`src/rtl/mt_pkg.sv`:
```
package mt_pkg;
  localparam logic [1:0] A_COUNT  = 2'd0;
  localparam logic [1:0] A_PERIOD = 2'd1;
  localparam logic [1:0] A_CTRL   = 2'd2;
  localparam logic [1:0] A_FLAG   = 2'd3;

  localparam int CTRL_RUN_BIT = 2;
  localparam int CTRL_PS_LSB  = 3;

  // terminal value of the prescaler for a select code
  function automatic logic [3:0] pre_limit(input logic [1:0] sel);
    case (sel)
      2'b00:   pre_limit = 4'd0;
      2'b01:   pre_limit = 4'd3;
      default: pre_limit = 4'd15;
    endcase
  endfunction
endpackage

```
`src/rtl/mt_prescale.sv`:
```
module mt_prescale #(
  parameter int PRE_W = 4
) (
  input  logic       clk,
  input  logic       rst,
  input  logic       clr,
  input  logic       run,
  input  logic [1:0] sel,
  output logic       tick_o
);
  import mt_pkg::*;

  logic [PRE_W-1:0] pcnt_q;
  logic [PRE_W-1:0] lim;
  logic             at_end;

  assign lim    = PRE_W'(pre_limit(sel));
  assign at_end = (pcnt_q == lim);
  assign tick_o = run && !clr && at_end;

  always_ff @(posedge clk) begin
    if (rst || clr) begin
      pcnt_q <= '0;
    end else if (run) begin
      pcnt_q <= at_end ? '0 : pcnt_q + 1'b1;
    end
  end
endmodule

```
`src/rtl/mt_count.sv`:
```
module mt_count #(
  parameter int CNT_W = 8
) (
  input  logic             clk,
  input  logic             rst,
  input  logic             load,
  input  logic [CNT_W-1:0] load_val,
  input  logic             step,
  input  logic [CNT_W-1:0] period,
  output logic [CNT_W-1:0] cnt_o,
  output logic             wrap_o,
  output logic             match_q
);
  logic [CNT_W-1:0] cnt_q;

  assign wrap_o = step && !load && (cnt_q == period);
  assign cnt_o  = cnt_q;

  always_ff @(posedge clk) begin
    if (rst) begin
      cnt_q   <= '0;
      match_q <= 1'b0;
    end else begin
      match_q <= wrap_o;
      if (load) begin
        cnt_q <= load_val;
      end else if (step) begin
        cnt_q <= wrap_o ? '0 : cnt_q + 1'b1;
      end
    end
  end
endmodule

```
`src/rtl/mt_postscale.sv`:
```
module mt_postscale #(
  parameter int POST_W = 4
) (
  input  logic              clk,
  input  logic              rst,
  input  logic              clr,
  input  logic              evt,
  input  logic [POST_W-1:0] ratio,
  output logic              hit_o
);
  logic [POST_W-1:0] ecnt_q;

  assign hit_o = evt && !clr && (ecnt_q == ratio);

  always_ff @(posedge clk) begin
    if (rst || clr) begin
      ecnt_q <= '0;
    end else if (evt) begin
      ecnt_q <= (ecnt_q == ratio) ? '0 : ecnt_q + 1'b1;
    end
  end
endmodule

```
`src/rtl/match_timer.sv`:
```
module match_timer #(
  parameter int CNT_W  = 8,
  parameter int POST_W = 4,
  parameter int PRE_W  = 4
) (
  input  logic             clk,
  input  logic             rst,
  input  logic             tick_en,
  input  logic [1:0]       reg_addr,
  input  logic             reg_we,
  input  logic [CNT_W-1:0] reg_wdata,
  output logic [CNT_W-1:0] reg_rdata,
  output logic             match_pulse,
  output logic             irq_flag
);
  import mt_pkg::*;

  localparam int PS_MSB = CTRL_PS_LSB + POST_W - 1;
  localparam logic [CNT_W-1:0] CTRL_MASK = CNT_W'((1 << (PS_MSB + 1)) - 1);

  logic [CNT_W-1:0] ctrl_q;
  logic [CNT_W-1:0] period_q;
  logic [CNT_W-1:0] cnt_q;
  logic             flag_q;

  logic wr_cnt, wr_per, wr_ctrl, wr_flag;
  logic scl_clr, run_en, pre_tick, wrap, post_hit;

  assign wr_cnt  = reg_we && (reg_addr == A_COUNT);
  assign wr_per  = reg_we && (reg_addr == A_PERIOD);
  assign wr_ctrl = reg_we && (reg_addr == A_CTRL);
  assign wr_flag = reg_we && (reg_addr == A_FLAG);
  assign scl_clr = wr_cnt || wr_ctrl;
  assign run_en  = ctrl_q[CTRL_RUN_BIT];

  mt_prescale #(.PRE_W(PRE_W)) u_pre (
    .clk    (clk),
    .rst    (rst),
    .clr    (scl_clr),
    .run    (run_en && tick_en),
    .sel    (ctrl_q[1:0]),
    .tick_o (pre_tick)
  );

  mt_count #(.CNT_W(CNT_W)) u_cnt (
    .clk      (clk),
    .rst      (rst),
    .load     (wr_cnt),
    .load_val (reg_wdata),
    .step     (pre_tick),
    .period   (period_q),
    .cnt_o    (cnt_q),
    .wrap_o   (wrap),
    .match_q  (match_pulse)
  );

  mt_postscale #(.POST_W(POST_W)) u_post (
    .clk   (clk),
    .rst   (rst),
    .clr   (scl_clr),
    .evt   (wrap),
    .ratio (ctrl_q[PS_MSB:CTRL_PS_LSB]),
    .hit_o (post_hit)
  );

  always_ff @(posedge clk) begin
    if (rst) begin
      ctrl_q   <= '0;
      period_q <= '1;
      flag_q   <= 1'b0;
    end else begin
      if (wr_ctrl) ctrl_q <= reg_wdata & CTRL_MASK;
      if (wr_per)  period_q <= reg_wdata;
      if (post_hit) begin
        flag_q <= 1'b1;
      end else if (wr_flag && !reg_wdata[0]) begin
        flag_q <= 1'b0;
      end
    end
  end

  always_ff @(posedge clk) begin
    if (rst) begin
      reg_rdata <= '0;
    end else begin
      case (reg_addr)
        A_COUNT:  reg_rdata <= cnt_q;
        A_PERIOD: reg_rdata <= period_q;
        A_CTRL:   reg_rdata <= ctrl_q;
        default:  reg_rdata <= {{(CNT_W-1){1'b0}}, flag_q};
      endcase
    end
  end

  assign irq_flag = flag_q;
endmodule

```
`config.mk`:
```
export PLATFORM = sky130hd
export DESIGN_NAME = match_timer
export DESIGN_NICKNAME = d
export VERILOG_FILES = /design/src/rtl/mt_pkg.sv /design/src/rtl/mt_prescale.sv /design/src/rtl/mt_count.sv /design/src/rtl/mt_postscale.sv /design/src/rtl/match_timer.sv
export SDC_FILE = /design/constraint.sdc
export NUM_CORES = 1
export LEC_CHECK = 0
export ABC_CLOCK_PERIOD_IN_PS = 4950
export CAP_MARGIN = 10
export CORE_ASPECT_RATIO = 0.7
export CORE_UTILIZATION = 65
export CTS_CLUSTER_DIAMETER = 30
export DETAILED_ROUTE_END_ITERATION = 8
export DONT_BUFFER_PORTS = 1
export PLACE_DENSITY = 0.93
export SLEW_MARGIN = 40
export SYNTH_ARGS = -nofsm -noshare
export SYNTH_HDL_FRONTEND = slang
export SYNTH_SLANG_ARGS = --single-unit
export TNS_END_PERCENT = 100
```
`constraint.sdc`:
```
create_clock -name clk -period 4.95 [get_ports clk]
set_input_delay 0.99 -clock clk [delete_from_list [all_inputs] [get_ports clk]]
set_output_delay 0.99 -clock clk [all_outputs]
set_load 0.005 [all_outputs]
```
=== After elaboration in Yosys (flattened, before gate mapping) ===
Cells that the tools add are included.
Widths: inputs -> output; s select.

* Input bits: 14
* Bits in registers: 41
* Logic and storage cells: 48
* Output and inout port bits: 10

* Reductions and logical operators: 21
* Add/sub/neg operators: 3
* Equality and inequality tests: 7
* Mux-type cells: 9

{| class="wikitable"
|+ Operators by type and width
! kind !! count
|-
| $mux 8 || 3
|-
| $pmux 8 s3 || 1
|-
| $logic_and 1x1->1 || 12
|-
| $add 4x1->4 const B || 2
|-
| $add 8x1->8 const B || 1
|-
| $eq 4x4->1 || 2
|-
| $eq 8x8->1 || 1
|-
| $mux 4 || 2
|-
| $pmux 4 s2 || 1
|-
| $eq 2x1->1 const B || 2
|-
| $eq 2x2->1 const B || 2
|-
| $logic_not 2->1 || 2
|-
| $reduce_bool 2->1 || 2
|-
| $logic_not 1->1 || 3
|-
| $logic_or 1x1->1 || 2
|-
| $mux 1 || 2
|}

=== Logic depth before layout (Yosys ltp) ===
* Depth after elaboration: 11
* Depth in mapped cells: 7
* Depth with buffers taken out: 6

=== Cells and area by module ===
A second synthesis with hierarchy kept.

* Cell total of the unflattened synthesis: 220
* Area total of the unflattened synthesis: 2113.3 sq um

{| class="wikitable"
|+ Modules (own cells, without submodules)
! module !! sequential area each (sq um) !! instances !! area an instance (sq um) !! cells each
|-
| match_timer || 480.5 || 1 || 1043.5 || 102
|-
| mt_count || 180.2 || 1 || 584.3 || 70
|-
| mt_postscale || 80.1 || 1 || 269.0 || 26
|-
| mt_prescale || 80.1 || 1 || 216.5 || 22
|}

=== Worst setup path after synthesis ===
OpenSTA, ideal clock, no wires.

* Kind: input to register
* Start: input port reg_addr[0]
* End: register period_q[0]
* Data arrival time: 2083 ps
* Slack: 2744 ps
* Stages on the path: 6
* Library setup time: 122 ps
* Path buffers: 2
* Required time: 4828 ps
* Path through: buf_1 nand2_1 or2_2 clkbuf_1 nand2_1 nand3b_1

* Longest elaborated chain between the ends: 2

{| class="wikitable"
|+ Ends and longest elaborated chain
! what !! line !! source
|-
| from (decl) || match_timer.sv:9 || <nowiki>input logic [1:0] reg_addr,</nowiki>
|-
| $eq 2x1->1 || match_timer.sv:30 || <nowiki>assign wr_per = reg_we && (reg_addr == A_PERIOD);</nowiki>
|-
| $logic_and 1x1->1 || match_timer.sv:30 ||
|-
| to (signal assigned) || match_timer.sv:73 || <nowiki>if (wr_per) period_q <= reg_wdata;</nowiki>
|-
| to (decl) || match_timer.sv:22 || <nowiki>logic [CNT_W-1:0] period_q;</nowiki>
|}

Every way passes these cells.
A chain may end at the register's enable or synchronous reset.

=== Worst setup path after layout ===
* Start: register u_cnt.cnt_q[0] (netlist: u_cnt.cnt_o[0])
* End: register flag_q (netlist: irq_flag)

* Longest elaborated chain between the ends: 5
* Elaborated cells between the ends (all ways): 6
* Classes of those cells: 1 x eq/ne; 1 x mux; 4 x reduce/logical

{| class="wikitable"
|+ Ends and longest elaborated chain
! what !! line !! source
|-
| from (decl) || mt_count.sv:14 || <nowiki>logic [CNT_W-1:0] cnt_q;</nowiki>
|-
| from (signal assigned) || mt_count.sv:26 || <nowiki>cnt_q <= load_val;</nowiki>
|-
| from (signal assigned) || mt_count.sv:28 || <nowiki>cnt_q <= wrap_o ? '0 : cnt_q + 1'b1;</nowiki>
|-
| $eq 8x8->1 * || mt_count.sv:16 || <nowiki>assign wrap_o = step && !load && (cnt_q == period);</nowiki>
|-
| $logic_and 1x1->1 * || mt_count.sv:16 ||
|-
| $logic_and 1x1->1 * (2 in a row) || mt_postscale.sv:13 || <nowiki>assign hit_o = evt && !clr && (ecnt_q == ratio);</nowiki>
|-
| $mux 1 / $reduce_bool 2->1 (equally long branches) || - ||
|-
| to (signal assigned) || match_timer.sv:70 || <nowiki>flag_q <= 1'b0;</nowiki>
|-
| to (signal assigned) || match_timer.sv:75 || <nowiki>flag_q <= 1'b1;</nowiki>
|-
| to (signal assigned) || match_timer.sv:77 || <nowiki>flag_q <= 1'b0;</nowiki>
|-
| to (decl) || match_timer.sv:24 || <nowiki>logic flag_q;</nowiki>
|}

Every way passes the cells marked *; elsewhere a longest branch is shown, timed or not.

==> results.py <==
metrics = {
    "run_status": {
        "status": "completed",
    },
    "clock_network": {
        "htree_num_levels": 2,
        "cts.sinks": 41,
        "clk_pin_slew_ns": 0.08,
        "hold_buffers": 0,
        "numCtsBuffers": 5,
        "cts_tree": "done",
        "cts_setup_buffers": 0,
        "clk_latency_ns": 0.29,
        "cts-root-buf": "clkbuf_8",
        "clockBufferDepth": 2,
        "cts_resized": 0,
    },
    "worst_setup_path": {
        "arrival_ns": 2.70,
        "cp_top_family": "simple AND/OR/NAND/NOR gates",
        "path_buf_inv": 0,
        "cp.required_ns": 5.18,
        "regToRegSetupSlack_ns": 2.48,
        "cp-end-kind": "flip-flop",
        "critPathSlowestCell": "nor4_1",
        "crit_path_cell_trace": "xor2_1 -> nor4_1 -> nand2_1 -> or3_1 -> a21oi_1",
        "startpoint_type": "flip-flop",
        "cp_max_fo": 10,
        "path_class": "flip-flop to flip-flop",
        "worst_path_largest_cell_delay_ns": 0.72,
    },
    "layout": {
        "stdcell_count": 283,
        "antennaDiodeCount": 0,
        "drive_above_1_share": 0.0567,
        "area_delta_synth_final_pct": 4.24,
        "nets": 264,
    },
    "grt": {
        "grt_pass1_vias": 1674,
        "grt_overflow": 0,
        "track_usage": 0.297,
        "antenna_found_initial": 0,
        "grt_first_pass_wirelength_mm": 7.92,
        "grt_max_degree": 37,
    },
    "power": {
        "ir_worst_vdd_v": 0.000173,
        "clkPwrFrac": 0.387,
        "p_sw_w": 0.000153,
        "p_leak_nw": 0.806,
        "powerDensity_mw_per_mm2": 305,
        "sequentialPowerShare": 0.535,
        "power_w": 0.000666,
        "pwr-share-comb": 0.078,
        "p_sw_frac": 0.230,
        "intPower_w": 0.000513,
    },
    "sta": {
        "hold_viol_final": 0,
        "drv_slew": 0,
        "tightest_slew_ns": 0.803,
        "fin_crit_ns": 2.47,
        "skew_ns": 0.00504,
        "finalCritPeriodShare": 0.499,
        "setup_violations": 0,
        "maxClockFrequency_ghz": 0.405,
        "rsz0062_at_grt": "false",
        "slew_headroom": 0.460,
        "hold_ws_ns": 0.497,
        "fin_tns_setup_ns": 0,
    },
    "placed_design": {
        "dp_hpwl_mm": 3.44,
        "place.gp.congestion": 0.891,
        "post-place-cells": 276,
        "io_buffers": 0,
    },
    "yosys": {
        "synth-compound-area-share": 0.129,
        "yosysMostFrequentCell": "dfxtp_1",
        "synth_cell_types": 43,
        "synth_cells": 256,
        "synth.net_count": 273,
        "avgSynthCellArea_um2": 8.18,
        "yosys-top-cells-count": "dfxtp_1 (41), nand2_1 (38), a21oi_1 (22)",
        "yosys.area_share.adder": 0.0179,
        "synth_edf_count": 0,
        "ys_async_sr_fraction": 0,
        "synth_top_cell_by_area": "dfxtp_1",
        "synth_top_area_share": 0.392,
        "yosys-top-cells-area": "dfxtp_1 (39%), nand2_1 (6.8%), a21oi_1 (5.3%)",
        "synth_top_family_by_area": "simple AND/OR/NAND/NOR gates",
        "ys_seq_elements": 41,
        "syn-cell-area_mm2": 0.00209,
        "synth_ff_type": "dfxtp_1",
        "synth_mux_area_frac": 0.0586,
        "synth_xor_area_frac": 0.0586,
        "yosysSeqAreaShare": 0.392,
        "synthSimpleGateAreaFrac": 0.314,
        "synth_warnings": 0,
    },
    "routing": {
        "post_drt_wl_per_cell_um": 16.9,
        "routed_wl_mm": 4.78,
        "drcViolationCount": 0,
        "drt_iter0_drc": 237,
        "antenna_left": 0,
        "drt_pass1_iterations": 5,
        "viasPerCell": 6.62,
        "dr_total_vias": 1873,
    },
    "die": {
        "die_x_um": 69.8,
        "die_h_um": 49.5,
        "coreArea_mm2": 0.00292,
        "rows": 16,
        "start_util": 0.716,
        "die_area_mm2": 0.00345,
        "pin_count": 24,
    },
    "flow_run": {
        "cap_violations": 0,
    },
    "hold_path": {
        "hold_class": "flip-flop to flip-flop",
    },
}
[metal layers]
metal / vias up / track usage / wire length (um)
met5: - / 0 / 0
met4: 0 / 0.107 / 70
met3: 9 / 0.0818 / 513
met2: 102 / 0.436 / 2100
met1: 872 / 0.418 / 2100
li1: 890 / - / -
[cells by family after synthesis]
group	count (synthesis)
flops	41
xor+xnor	14
compound gates	44
buf+inv	17
simple gates	126
mux	11
fa+ha+maj	3
[final timing paths]
kind                               startpoint                endpoint  depth (start not counted)
setup reg to reg  u_cnt.cnt_o[0]$_SDFFE_PP0P_   irq_flag$_SDFFE_PP0P_                          5
hold reg to reg        ctrl_q[5]$_SDFFE_PP0P_  ctrl_q[5]$_SDFFE_PP0P_                          2
hold / removal         ctrl_q[5]$_SDFFE_PP0P_  ctrl_q[5]$_SDFFE_PP0P_                          2
setup / recovery  u_cnt.cnt_o[0]$_SDFFE_PP0P_   irq_flag$_SDFFE_PP0P_                          5
[layout by cell type, fill, tap and decap left out, drive strengths merged, types with 4 or more instances in the layout]
master / count
dfxtp: 41
nand2: 38
a21oi: 23
nor2: 21
nand3: 16
xor2: 10
mux2i: 10
nand3b: 8
nand4: 8
nor2b: 7
clkbuf: 5
o21ai: 5
nor3: 5
and2: 4
xnor2: 4
[tightest hold or removal path: cells and delay by family (launching register included)]
kind / cells / cell delay (ns)
AOI/OAI and AO/OA: 1 / 0.05
and+or+nand+nor: 1 / 0.06
DFF: 1 / 0.34
[power groups by stage]
stage | Combinational (W) | Clock, W | Sequential [W]
after floorplan | 0.0000515 | 0 | 0.000358
after global placement | 0.0000494 | 0 | 0.000363
after detailed placement | 0.0000510 | 0 | 0.000363
after CTS | 0.0000512 | 0.000260 | 0.000356
after global routing | 0.0000581 | 0.000275 | 0.000358
final | 0.0000519 | 0.000258 | 0.000356
[cell type report]
class,instances,area (um^2)
clock buffer,5,68.8
clock inverter,2,35.0
fill,214,741
inverter,1,3.75
multi-input combinational,198,1210
sequential,41,821
tap,36,45.0
[sequential cells by signal, summed over array words and instances (netlist names)]
register	cells
u_post.ecnt_q	4
ctrl_q	7
irq_flag	1
u_cnt.match_q	1
period_q	8
u_cnt.cnt_o	8
u_pre.pcnt_q	4
reg_rdata	8
[metrics by stage]
step / cell area (um^2) / util / setup WS (ns)
6_report: 2180 / 0.747 / 2.48
5_1_grt: 2180 / 0.747 / 2.40
4_1_cts: 2180 / 0.747 / 2.61
3_5_place_dp: 2080 / 0.711 / 2.48
3_3_place_gp: 2080 / 0.711 / 2.52
2_1_floorplan: 2090 / - / 2.74
Note: power is estimated with default switching activity, not from simulation.
